==> src/rtl/serial_trim_tx.sv <==
module serial_trim_tx #(
  parameter int BASE_M0     = 31,
  parameter int BASE_M1     = 29,
  parameter int TRIM_BIT_M0 = 6,
  parameter int TRIM_BIT_M1 = 3,
  parameter int IDLE_CYCLES = 350
) (
  input  logic       clk,
  input  logic       rst_n,
  input  logic [7:0] in_data,
  input  logic       in_valid,
  output logic       in_ready,
  input  logic       mode,
  output logic       busy,
  output logic [1:0] ser_out
);
  localparam int SLOTS    = 10;
  localparam int MAX_BASE = (BASE_M0 > BASE_M1) ? BASE_M0 : BASE_M1;
  localparam int CNT_W    = $clog2(MAX_BASE + 2);
  localparam int SLOT_W   = $clog2(SLOTS);
  localparam int INIT_W   = $clog2(IDLE_CYCLES + 1);

  logic              busy_q;
  logic [SLOT_W-1:0] slot;
  logic [CNT_W-1:0]  cnt;
  logic [SLOTS-1:0]  frame;
  logic              mode_q;
  logic [INIT_W-1:0] init_cnt;

  function automatic logic [CNT_W-1:0] slot_last(input logic m, input logic [SLOT_W-1:0] s);
    int n;
    n = m ? BASE_M1 : BASE_M0;
    if (!m && int'(s) == TRIM_BIT_M0 + 1) n = n + 1;
    if (m && int'(s) == TRIM_BIT_M1 + 1) n = n - 1;
    return CNT_W'(n - 1);
  endfunction

  wire init_done = (init_cnt == INIT_W'(IDLE_CYCLES));
  wire last_slot = (slot == SLOT_W'(SLOTS - 1));
  wire bit_end   = busy_q && (cnt == '0);
  wire accept    = in_valid && in_ready;

  assign in_ready = init_done && (!busy_q || (bit_end && last_slot));
  assign busy     = busy_q;
  assign ser_out  = {2{busy_q ? frame[0] : 1'b1}};

  always_ff @(posedge clk or negedge rst_n) begin
    if (!rst_n) begin
      busy_q   <= 1'b0;
      slot     <= '0;
      cnt      <= '0;
      frame    <= '1;
      mode_q   <= 1'b0;
      init_cnt <= '0;
    end else begin
      if (!init_done) init_cnt <= init_cnt + 1'b1;
      if (accept) begin
        busy_q <= 1'b1;
        slot   <= '0;
        frame  <= {1'b1, in_data, 1'b0};
        mode_q <= mode;
        cnt    <= slot_last(mode, '0);
      end else if (busy_q) begin
        if (cnt != '0) begin
          cnt <= cnt - 1'b1;
        end else if (last_slot) begin
          busy_q <= 1'b0;
        end else begin
          slot  <= slot + 1'b1;
          frame <= {1'b1, frame[SLOTS-1:1]};
          cnt   <= slot_last(mode_q, slot + 1'b1);
        end
      end
    end
  end

  logic [INIT_W-1:0] age;
  always_ff @(posedge clk or negedge rst_n) begin
    if (!rst_n) age <= '0;
    else if (age != INIT_W'(IDLE_CYCLES)) age <= age + 1'b1;
  end

  a_r2_idle_before_first: assert property (@(posedge clk) disable iff (!rst_n)
    $rose(busy_q) |-> (age == INIT_W'(IDLE_CYCLES)));
  a_r3_start_low: assert property (@(posedge clk) disable iff (!rst_n)
    accept |=> (busy_q && ser_out == 2'b00));
  a_r3_bit_held: assert property (@(posedge clk) disable iff (!rst_n)
    (busy_q && cnt != '0) |=> $stable(ser_out));
  a_r6_mode_frozen: assert property (@(posedge clk) disable iff (!rst_n)
    (busy_q && !accept) |=> $stable(mode_q));
  a_r7_ready_low_mid: assert property (@(posedge clk) disable iff (!rst_n)
    (busy_q && !last_slot) |-> !in_ready);
  a_r9_busy_ends: assert property (@(posedge clk) disable iff (!rst_n)
    (bit_end && last_slot && !accept) |=> !busy_q);
endmodule

==> config.mk <==
export PLATFORM = sky130hd
export DESIGN_NAME = serial_trim_tx
export DESIGN_NICKNAME = d
export VERILOG_FILES = /design/src/rtl/serial_trim_tx.sv
export SDC_FILE = /design/constraint.sdc
export NUM_CORES = 1
export LEC_CHECK = 0
export BUFFER_PORTS_ARGS = -buffer_cell sky130_fd_sc_hd__buf_4
export CORE_MARGIN = 4
export CORE_UTILIZATION = 30
export CTS_CLUSTER_SIZE = 28
export DETAILED_ROUTE_END_ITERATION = 12
export SLEW_MARGIN = 5
export SYNTH_ARGS = -nofsm -noshare
export SYNTH_HDL_FRONTEND = slang
export SYNTH_SLANG_ARGS = --single-unit
==> constraint.sdc <==
create_clock -name clk -period 2.02 [get_ports clk]
set_input_delay 0.303 -clock clk [delete_from_list [all_inputs] [get_ports clk]]
set_output_delay 0.303 -clock clk [all_outputs]
set_load 0.005 [all_outputs]
==> qor.txt, run 1 <==
clock period minus worst slack: 1970 ps
Clock Pin Slew Worst Setup and Hold Paths: 70 ps
drt drc: 0
required time of the critical path: 2230 ps
GRT overflow: 0
Initial DRC Count: 38
port bufs: 15
startpoint types: register
Pins Over Slew Limit: 0
FF+latch count, synth: 30
number of antenna diodes: 0
Initial Utilization: 31.1%
io pins: 16
Hold/Removal Path Class: in2reg
drt pass-1 iters: 4
final setup margin: 47.9 ps
Worst IR Drop VDD: 0.494 mV
ys async rst share: 100%
Final Hold Viols: 0
Bufs and invs on worst path: 3
post-DP HPWL: 2.36 mm
via count of the first global-routing pass: 1176
EDFF count, synth: 0
internal cell power: 891 uW
Sink Count: 30
Sequential cell area: 763 um^2
CTS max path bufs: 2
Worst path most repeated cell: buf_12
combinational share of power: 2.6%
Synth cell types: 46
CTS tree: done
largest net degree at the start of global routing: 31
Post-Route WL: 3.39 mm
setup TNS: 0 ps
Area Overhead vs Synth: 27.6%
Lkg Pwr: 1.01 nW
Slew headroom: 74.2%
WL/cell: 12.8 um
largest delay contributor family on the critical path: compound AO/OA/AOI/OAI gates
# setup viols final: 0
Synth warnings: 0
Fmax achieved: 507 MHz
sequential area share after synthesis: 44.2%
first-pass GRT wire length: 5.64 mm
setup slack after placement: 61.1 ps
Via Count: 1256
row count: 27
Layout fillers: 567
Core ar.: 0.00554 mm^2
Clock power frac: 44.3%
power density over the cells: 515 mW/mm^2
kind of critical path: reg2reg
post-route ant nets: 0
Worst Tran Pin Value: 387 ps
layout cells sized above 1: 43.5%
Root Buffer: clkbuf_8
Sw Ratio: 21.4%
Cell Chain, Critical Path: inv_2 -> ha_2 -> nand2b_1 -> o31a_4 -> buf_12 -> nor2_8 -> buf_12 -> mux2_2
Mapped Area: 0.00172 mm^2
Crit path arrival time: 2180 ps
Max Cap Viol: 0
vias per cell: 4.74
status: finished, final reports clean
crit-path max FO: 12
post-synthesis net count: 173
clk_skew: 8.07 ps
H-Tree Depth: 2
Placer Congestion: 0.799
Final period util: 97.6%
slowest CP cell: o31a_4
net load switching power: 243 uW
mean post-synth cell area: 11.3 um^2
NumNets Final: 212
CTS Buf Count: 5
antenna violations before repair: 0
cells after synthesis: 153
die height: 83.8 um
max incr delay on CP: 410 ps
endpoint class of the critical path: register
most common cell after layout, fill and taps aside: buf_4
commonest non-fill, non-tap cells in the layout: buf_4 (32), dfrtp_1 (20), mux2_2 (11), xnor2_1 (10)
Total Power: 1.13 mW
chip width: 83.8 um
multi-input gate area in the final layout: 908 um^2
Seq pwr share: 53.1%
die area: 0.00702 mm^2
Top FF cell, synth: dfrtp_1
GR Util All Layers: 9.96%
Clock Latency Late Sink: 280 ps
==> flip-flops by register name, indices dropped and copies added, names as in the netlist <==
signal,count
slot,4
frame,9
init_cnt,9
busy,1
cnt,6
mode_q,1
==> synth_stat cells, types with 2 or more instances <==
master    number  share of area, %
nand3_1        6               1.7
inv_1         10               2.2
dfrtp_1       21                30
or3_1          2              0.73
mux2i_1        2               1.2
xnor2_1       10               5.1
ha_1           8               5.8
o21ai_0        4               1.2
buf_2          2              0.58
a31oi_1        3               1.1
mux2_4         5               4.4
a21oi_1        5               1.5
dfstp_2        9                14
nor2_1         6               1.3
mux2_2        11               7.2
nand2_1        9               2.0
o22ai_1        2              0.73
nand4_1        6               2.2
nand2b_1       3               1.1
or2_2          2              0.73
o211ai_1       2              0.87
==> what timing repair did <==
action | in CTS | in global routing
hold buffers | 1 | 0
setup buffers | 1 | 6
resized for setup | 1 | 7
setup endpoints to repair | 1 | 12
endpoints found under the hold margin | 21 | 0
pin swaps | 2 | 3
==> per-layer routing <==
layer	wire length [um]	vias to the layer above	track usage, %
li1	-	635	-
met2	1610	16	15.2
met5	0	-	0
met4	62	0	4.68
met3	97	5	2.76
met1	1620	600	13.0
==> power groups by stage <==
stage	clock network, mW	logic [mW]	registers [mW]
after CTS	0.525	0.0313	0.602
after floorplan	0	0.000324	0.612
after global routing	0.543	0.0339	0.601
final	0.503	0.0295	0.602
after global placement	0	0.0295	0.612
after detailed placement	0	0.0297	0.612
==> path summary, 6_finish.rpt <==
check / start / to / slack [ps] / depth (start not counted)
max: cnt[1] / frame[8] / 50 / 8
min: mode / cnt[1] / 250 / 2
max reg2reg: cnt[1] / frame[8] / 50 / 8
min reg2reg: init_cnt[8] / init_cnt[8] / 460 / 1
max in group asynchronous: rst_n / frame[8] / 1190 / 2
min in group asynchronous: rst_n / busy / 500 / 2
==> logic make-up (layout without fill, tap and decap cells) <==
family | after synthesis | in the layout | share of synthesized area (%)
and+or+nand+nor | 47 | 47 | 16.8
DFF | 30 | 30 | 44.2
AOI/OAI and AO/OA | 26 | 26 | 11.0
muxes | 18 | 18 | 12.7
buffers and inverters | 14 | 54 | 4.35
xor gates and xnor gates | 10 | 10 | 5.08
adders and majority gates | 8 | 8 | 5.81
==> worst register-to-register path: cells and delay by family (launching register included) <==
kind / cells / cell delay [ps]
AOI/OAI and AO/OA: 1 / 410
DFF: 1 / 400
buffers and inverters: 3 / 370
muxes: 1 / 330
and+or+nand+nor: 2 / 200
adders and majority gates: 1 / 180
==> cell type report <==
| type | count | share of cell area, % |
|---|---|---|
| Clock buffer | 7 | 3.92 |
| Clock inverter | 1 | 0.227 |
| Inverter | 10 | 1.71 |
| Multi-Input combinational cell | 109 | 41.3 |
| Sequential cell | 30 | 34.7 |
| Tap cell | 72 | 4.09 |
| Timing Repair Buffer | 36 | 14.1 |
==> stage by stage <==
step	cell area, um^2	utilization, %	hold WS [ps]	std cells
after floorplan	1720	-	7.41	153
after global routing	2200	39.7	242	265
after detailed placement	2000	36.1	261	249
after global placement	2000	36.1	256	249
after CTS	2110	38.1	239	259
final	2200	39.7	248	265
Note: power is estimated with default switching activity, not from simulation.
==> inputs of run 2 (changes only) <==
--- a/config.mk
+++ b/config.mk
@@ -6,7 +6,6 @@
 export NUM_CORES = 1
 export LEC_CHECK = 0
 export BUFFER_PORTS_ARGS = -buffer_cell sky130_fd_sc_hd__buf_4
-export CORE_MARGIN = 4
 export CORE_UTILIZATION = 30
 export CTS_CLUSTER_SIZE = 28
 export DETAILED_ROUTE_END_ITERATION = 12
==> run 2 against run 1 <==
Net effect: utilization fell by 0.44 points; sequential power is essentially flat; sequential cell count is the same; highest routed layer unchanged.
==> qor.txt, run 2 (same netlist as run 1, synthesis figures left out) <==
Finished Cell Area: 0.00216 mm^2
Initial Utilization: 31.3%
antenna violations before repair: 0
row count: 27
Lkg Pwr: 0.998 nW
Slew headroom: 75.1%
Final Hold Viols: 0
commonest non-fill, non-tap cells in the layout: buf_4 (29), dfrtp_1 (21), mux2_2 (11), xnor2_1 (10)
Cell Chain, Critical Path: or3_4 -> o31a_4 -> nor2_2 -> buf_4
die area: 0.00605 mm^2
largest net degree at the start of global routing: 31
drt drc: 0
required time of the critical path: 1720 ps
Critical R2R Capture: frame[2]
die height: 77.8 um
multi-input gate area in the final layout: 903 um^2
Final period util: 96.8%
Initial DRC Count: 83
H-Tree Depth: 2
clock period minus worst slack: 1950 ps
first-pass GRT wire length: 5.69 mm
Fmax achieved: 512 MHz
CTS max path bufs: 2
clk_skew: 4.53 ps
hold wc startpoint: in_data[0]
Pins Over Slew Limit: 0
Crit path arrival time: 1650 ps
Core ar.: 0.00551 mm^2
GR Util All Layers: 12.1%
Clock Pin Slew Worst Setup and Hold Paths: 60 ps
Via Count: 1245
R2R Path Start: cnt[2]
slowest CP cell: or3_4
vias per cell: 4.75
port bufs: 15
CTS Buf Count: 5
crit-path max FO: 5
drt pass-1 iters: 4
Clock power frac: 41.5%
Clock Latency Late Sink: 280 ps
Post-Route WL: 3.30 mm
power density over the cells: 499 mW/mm^2
post-route ant nets: 0
fin util: 39.3%
Total Power: 1.08 mW
Worst Setup SP: cnt[2]
io pins: 16
WL/cell: 12.6 um
Sequential cell area: 762 um^2
Largest regs: frame (9), init_cnt (9), cnt (6)
endpoint class of the critical path: output pin
Worst IR Drop VDD: 0.419 mV
startpoint types: register
Worst Tran Pin Value: 373 ps
net load switching power: 225 uW
# setup viols final: 0
most common cell after layout, fill and taps aside: buf_4
Layout fillers: 540
via count of the first global-routing pass: 1195
Area Overhead vs Synth: 25.5%
NumNets Final: 209
Sink Count: 30
Seq pwr share: 55.7%
GRT overflow: 0
post-DP HPWL: 2.40 mm
chip width: 77.8 um
status: finished, final reports clean
Placer Congestion: 0.842
r2r worst-path depth: 6
combinational share of power: 2.7%
layout cells sized above 1: 41.1%
worst reg2reg setup slack: 70 ps
Max Cap Viol: 0
Critical Path Sink: in_ready
internal cell power: 855 uW
Root Buffer: clkbuf_8
number of antenna diodes: 0
CTS tree: done
Hold/Removal Path Class: in2reg
max incr delay on CP: 430 ps
placed instance area: 0.00200 mm^2
Sw Ratio: 20.9%
kind of critical path: reg2out
## run 2: changes by cell type in the layout (fill, tap and decap cells not counted), sizes merged
cell    delta
clkbuf     -1
clkinv     +1
buf        -3
## run 2: how the worst min path moves through the flow
stage	cells past startpoint	endpoint
floorplan	0	busy
global placement	1	cnt[0]
detailed placement	1	cnt[2]
CTS	2	frame[5]
global route	2	frame[3]
finish	2	frame[1]
## run 2: critical path: cells and delay by family (launching register included)
family | cells | cell delay (ps)
AND/OR/NAND/NOR | 2 | 520
flip-flops | 1 | 380
AO/OA/AOI/OAI | 1 | 370
buffers and inverters | 1 | 110
## run 2: repair_timing
action                     4_1_cts  5_1_grt
resized for setup                1        5
hold endpoints to repair        21        0
setup endpoints to repair        1       10
pin swaps                        1        3
hold buffers                     1        0
setup buffers                    1        3
## run 2: power groups by stage
stage	Combinational, mW	Clock, mW	Sequential, mW
5_1_grt	0.0335	0.496	0.601
3_3_place_gp	0.0296	0	0.612
6_report	0.0292	0.449	0.602
4_1_cts	0.0314	0.476	0.602
3_5_place_dp	0.0296	0	0.612
2_1_floorplan	0.000324	0	0.612
## run 2: per-layer routing
layer	wire length [um]	part of all wire (%)	vias to the layer above	GRT usage [%]
li1	-	-	622	-
met1	1540	47	599	16.5
met2	1610	49	19	18.2
met3	98	3.0	5	3.18
met4	50	1.5	0	4.34
met5	0	0	-	0
## run 2: cell type report
| type | instances | area share [%] |
|---|---|---|
| multi-input combinational | 109 | 41.8 |
| sequential | 30 | 35.2 |
| timing repair buffer | 33 | 13.3 |
| tap | 72 | 4.16 |
| clock buffer | 6 | 3.35 |
| inverter | 10 | 1.74 |
| clock inverter | 2 | 0.463 |
## run 2: metrics by stage
step | hold slack (ps) | worst slack (ps) | cells | TNS [ps]
2_1_floorplan | 7.41 | 117 | 153 | 0
3_3_place_gp | 260 | 72.0 | 249 | 0
3_5_place_dp | 258 | 59.1 | 249 | 0
4_1_cts | 244 | 3.91 | 259 | 0
5_1_grt | 247 | -29.3 | 262 | -29.3
6_report | 254 | 65.3 | 262 | 0
==> inputs of run 3 (changes only) <==
==> constraint.sdc (replaced) <==
create_clock -name clk -period 1.9 [get_ports clk]
set_input_delay 0.285 -clock clk [delete_from_list [all_inputs] [get_ports clk]]
set_output_delay 0.285 -clock clk [all_outputs]
set_load 0.005 [all_outputs]
==> run 3 against run 2 <==
Net effect: the run now ends with setup timing left; combinational power grew 8.9%; non-clock buffer count is 9 higher; critical path depth is 1 higher; die area did not move; design area up 5.5%; register-to-register slack worse by 70 ps; worst hold slack lost 18 ps; routed wire length increased by 5.0%; sequential cell count is the same; clock skew is 1.8 ps lower; utilization increased by 2.2 points; critical endpoint unchanged.
==> qor.txt, run 3 (same netlist as run 1, synthesis figures left out) <==
status: finished with violations
failing checks: setup timing
Area Overhead vs Synth: 32.4%
Initial Utilization: 31.3%
NumNets Final: 219
port bufs: 15
internal cell power: 1.02 mW
WL/cell: 12.7 um
clock period minus worst slack: 1980 ps
max incr delay on CP: 390 ps
net load switching power: 243 uW
Post-Route WL: 3.46 mm
crit-path max FO: 2
number of antenna diodes: 0
Via Count: 1320
required time of the critical path: 1620 ps
startpoint types: register
antenna violations before repair: 0
Final Hold Viols: 0
R2R Path Start: cnt[3]
Largest regs: frame (9), init_cnt (9), cnt (6)
CTS tree: done
r2r worst-path depth: 5
RSZ-0062 raised after global routing: true
setup slack after placement: 34.7 ps
Slew headroom: 71.0%
setup TNS: -81.4 ps
GR Util All Layers: 12.2%
Sink Count: 30
Lkg Pwr: 1.05 nW
Clock Latency Late Sink: 280 ps
fin util: 41.4%
kind of critical path: reg2out
# setup viols final: 1
final setup margin: -81.4 ps
Cells on Worst Hold Path: 2
CTS max path bufs: 2
CTS Buf Count: 5
io pins: 16
Worst Tran Pin Value: 434 ps
layout cells sized above 1: 46.0%
Total Power: 1.26 mW
Fmax achieved: 505 MHz
Clock power frac: 46.9%
via count of the first global-routing pass: 1258
Seq pwr share: 50.6%
placed instance area: 0.00209 mm^2
Placer Congestion: 0.837
die height: 77.8 um
drt pass-1 iters: 4
Finished Cell Area: 0.00228 mm^2
GRT overflow: 0
H-Tree Depth: 2
power density over the cells: 554 mW/mm^2
endpoint class of the critical path: output pin
vias per cell: 4.85
combinational share of power: 2.5%
hold_ws: 236 ps
hold wc startpoint: in_data[1]
Hold/Removal Path Class: in2reg
Critical R2R Capture: frame[7]
most common cell after layout, fill and taps aside: buf_4
Initial DRC Count: 35
placed cells: 260
Clock Pin Slew Worst Setup and Hold Paths: 60 ps
Core ar.: 0.00551 mm^2
row count: 27
Crit path arrival time: 1700 ps
worst reg2reg setup slack: 0 ps
post-route ant nets: 0
chip width: 77.8 um
commonest non-fill, non-tap cells in the layout: buf_4 (38), dfrtp_1 (20), inv_1 (10), xnor2_1 (10)
Cell Chain, Critical Path: or3_4 -> o31a_4 -> buf_6 -> nor2_2 -> buf_4
post-DP HPWL: 2.45 mm
WHS Endpoint: frame[2]
Sw Ratio: 19.2%
drt drc: 0
first-pass GRT wire length: 5.66 mm
Max Cap Viol: 0
die area: 0.00605 mm^2
slowest CP cell: or3_4
Final period util: 104%
Non-Filler Instances: 272
Pins Over Slew Limit: 0
Root Buffer: clkbuf_8
clk_skew: 2.77 ps
largest net degree at the start of global routing: 31
Worst IR Drop VDD: 0.412 mV
==> run 3: critical path, delay by kind of cell (launching register included) <==
family	cells	cell delay (ps)
AOI/OAI and AO/OA	1	360
DFF	1	380
buffers and inverters	2	230
and+or+nand+nor	2	450
==> run 3: how the worst max path moves through the flow <==
stage,cells past startpoint,end,startpoint
2_1_floorplan,5,frame[3],cnt[2]
3_3_place_gp,7,mode_q,init_cnt[0]
3_5_place_dp,9,cnt[4],slot[0]
4_1_cts,5,in_ready,cnt[3]
5_1_grt,5,in_ready,cnt[3]
6_report,5,in_ready,cnt[3]
==> run 3: layout make-up <==
type / count / area, um^2
Fill cell: 529 / 3220
Clock buffer: 8 / 110
Inverter: 10 / 37.5
Timing Repair Buffer: 42 / 338
Multi-Input combinational cell: 110 / 943
Tap cell: 72 / 90.1
Sequential cell: 30 / 763
==> run 3: per-layer routing <==
layer / wire [um] / vias up / GRT usage, %
met5: 0 / - / 0
met4: 74 / 0 / 5.85
met3: 79 / 8 / 2.47
met2: 1710 / 20 / 20.0
met1: 1600 / 641 / 15.2
li1: - / 651 / -
==> run 3: repair_timing <==
| action | CTS | global route |
|---|---|---|
| setup endpoints to repair | 1 | 17 |
| gates cloned | 0 | 1 |
| pin swaps | 3 | 2 |
| buffers inserted | 2 | 0 |
| hold buffers | 1 | 0 |
| hold endpoints to repair | 21 | 0 |
| resized for setup | 7 | 7 |
==> run 3: power by group through the flow <==
stage | registers, mW | logic, mW | clock network, mW
finish | 0.640 | 0.0318 | 0.593
global placement | 0.651 | 0.0312 | 0
global route | 0.639 | 0.0356 | 0.645
floorplan | 0.651 | 0.000389 | 0
CTS | 0.640 | 0.0329 | 0.611
detailed placement | 0.651 | 0.0309 | 0
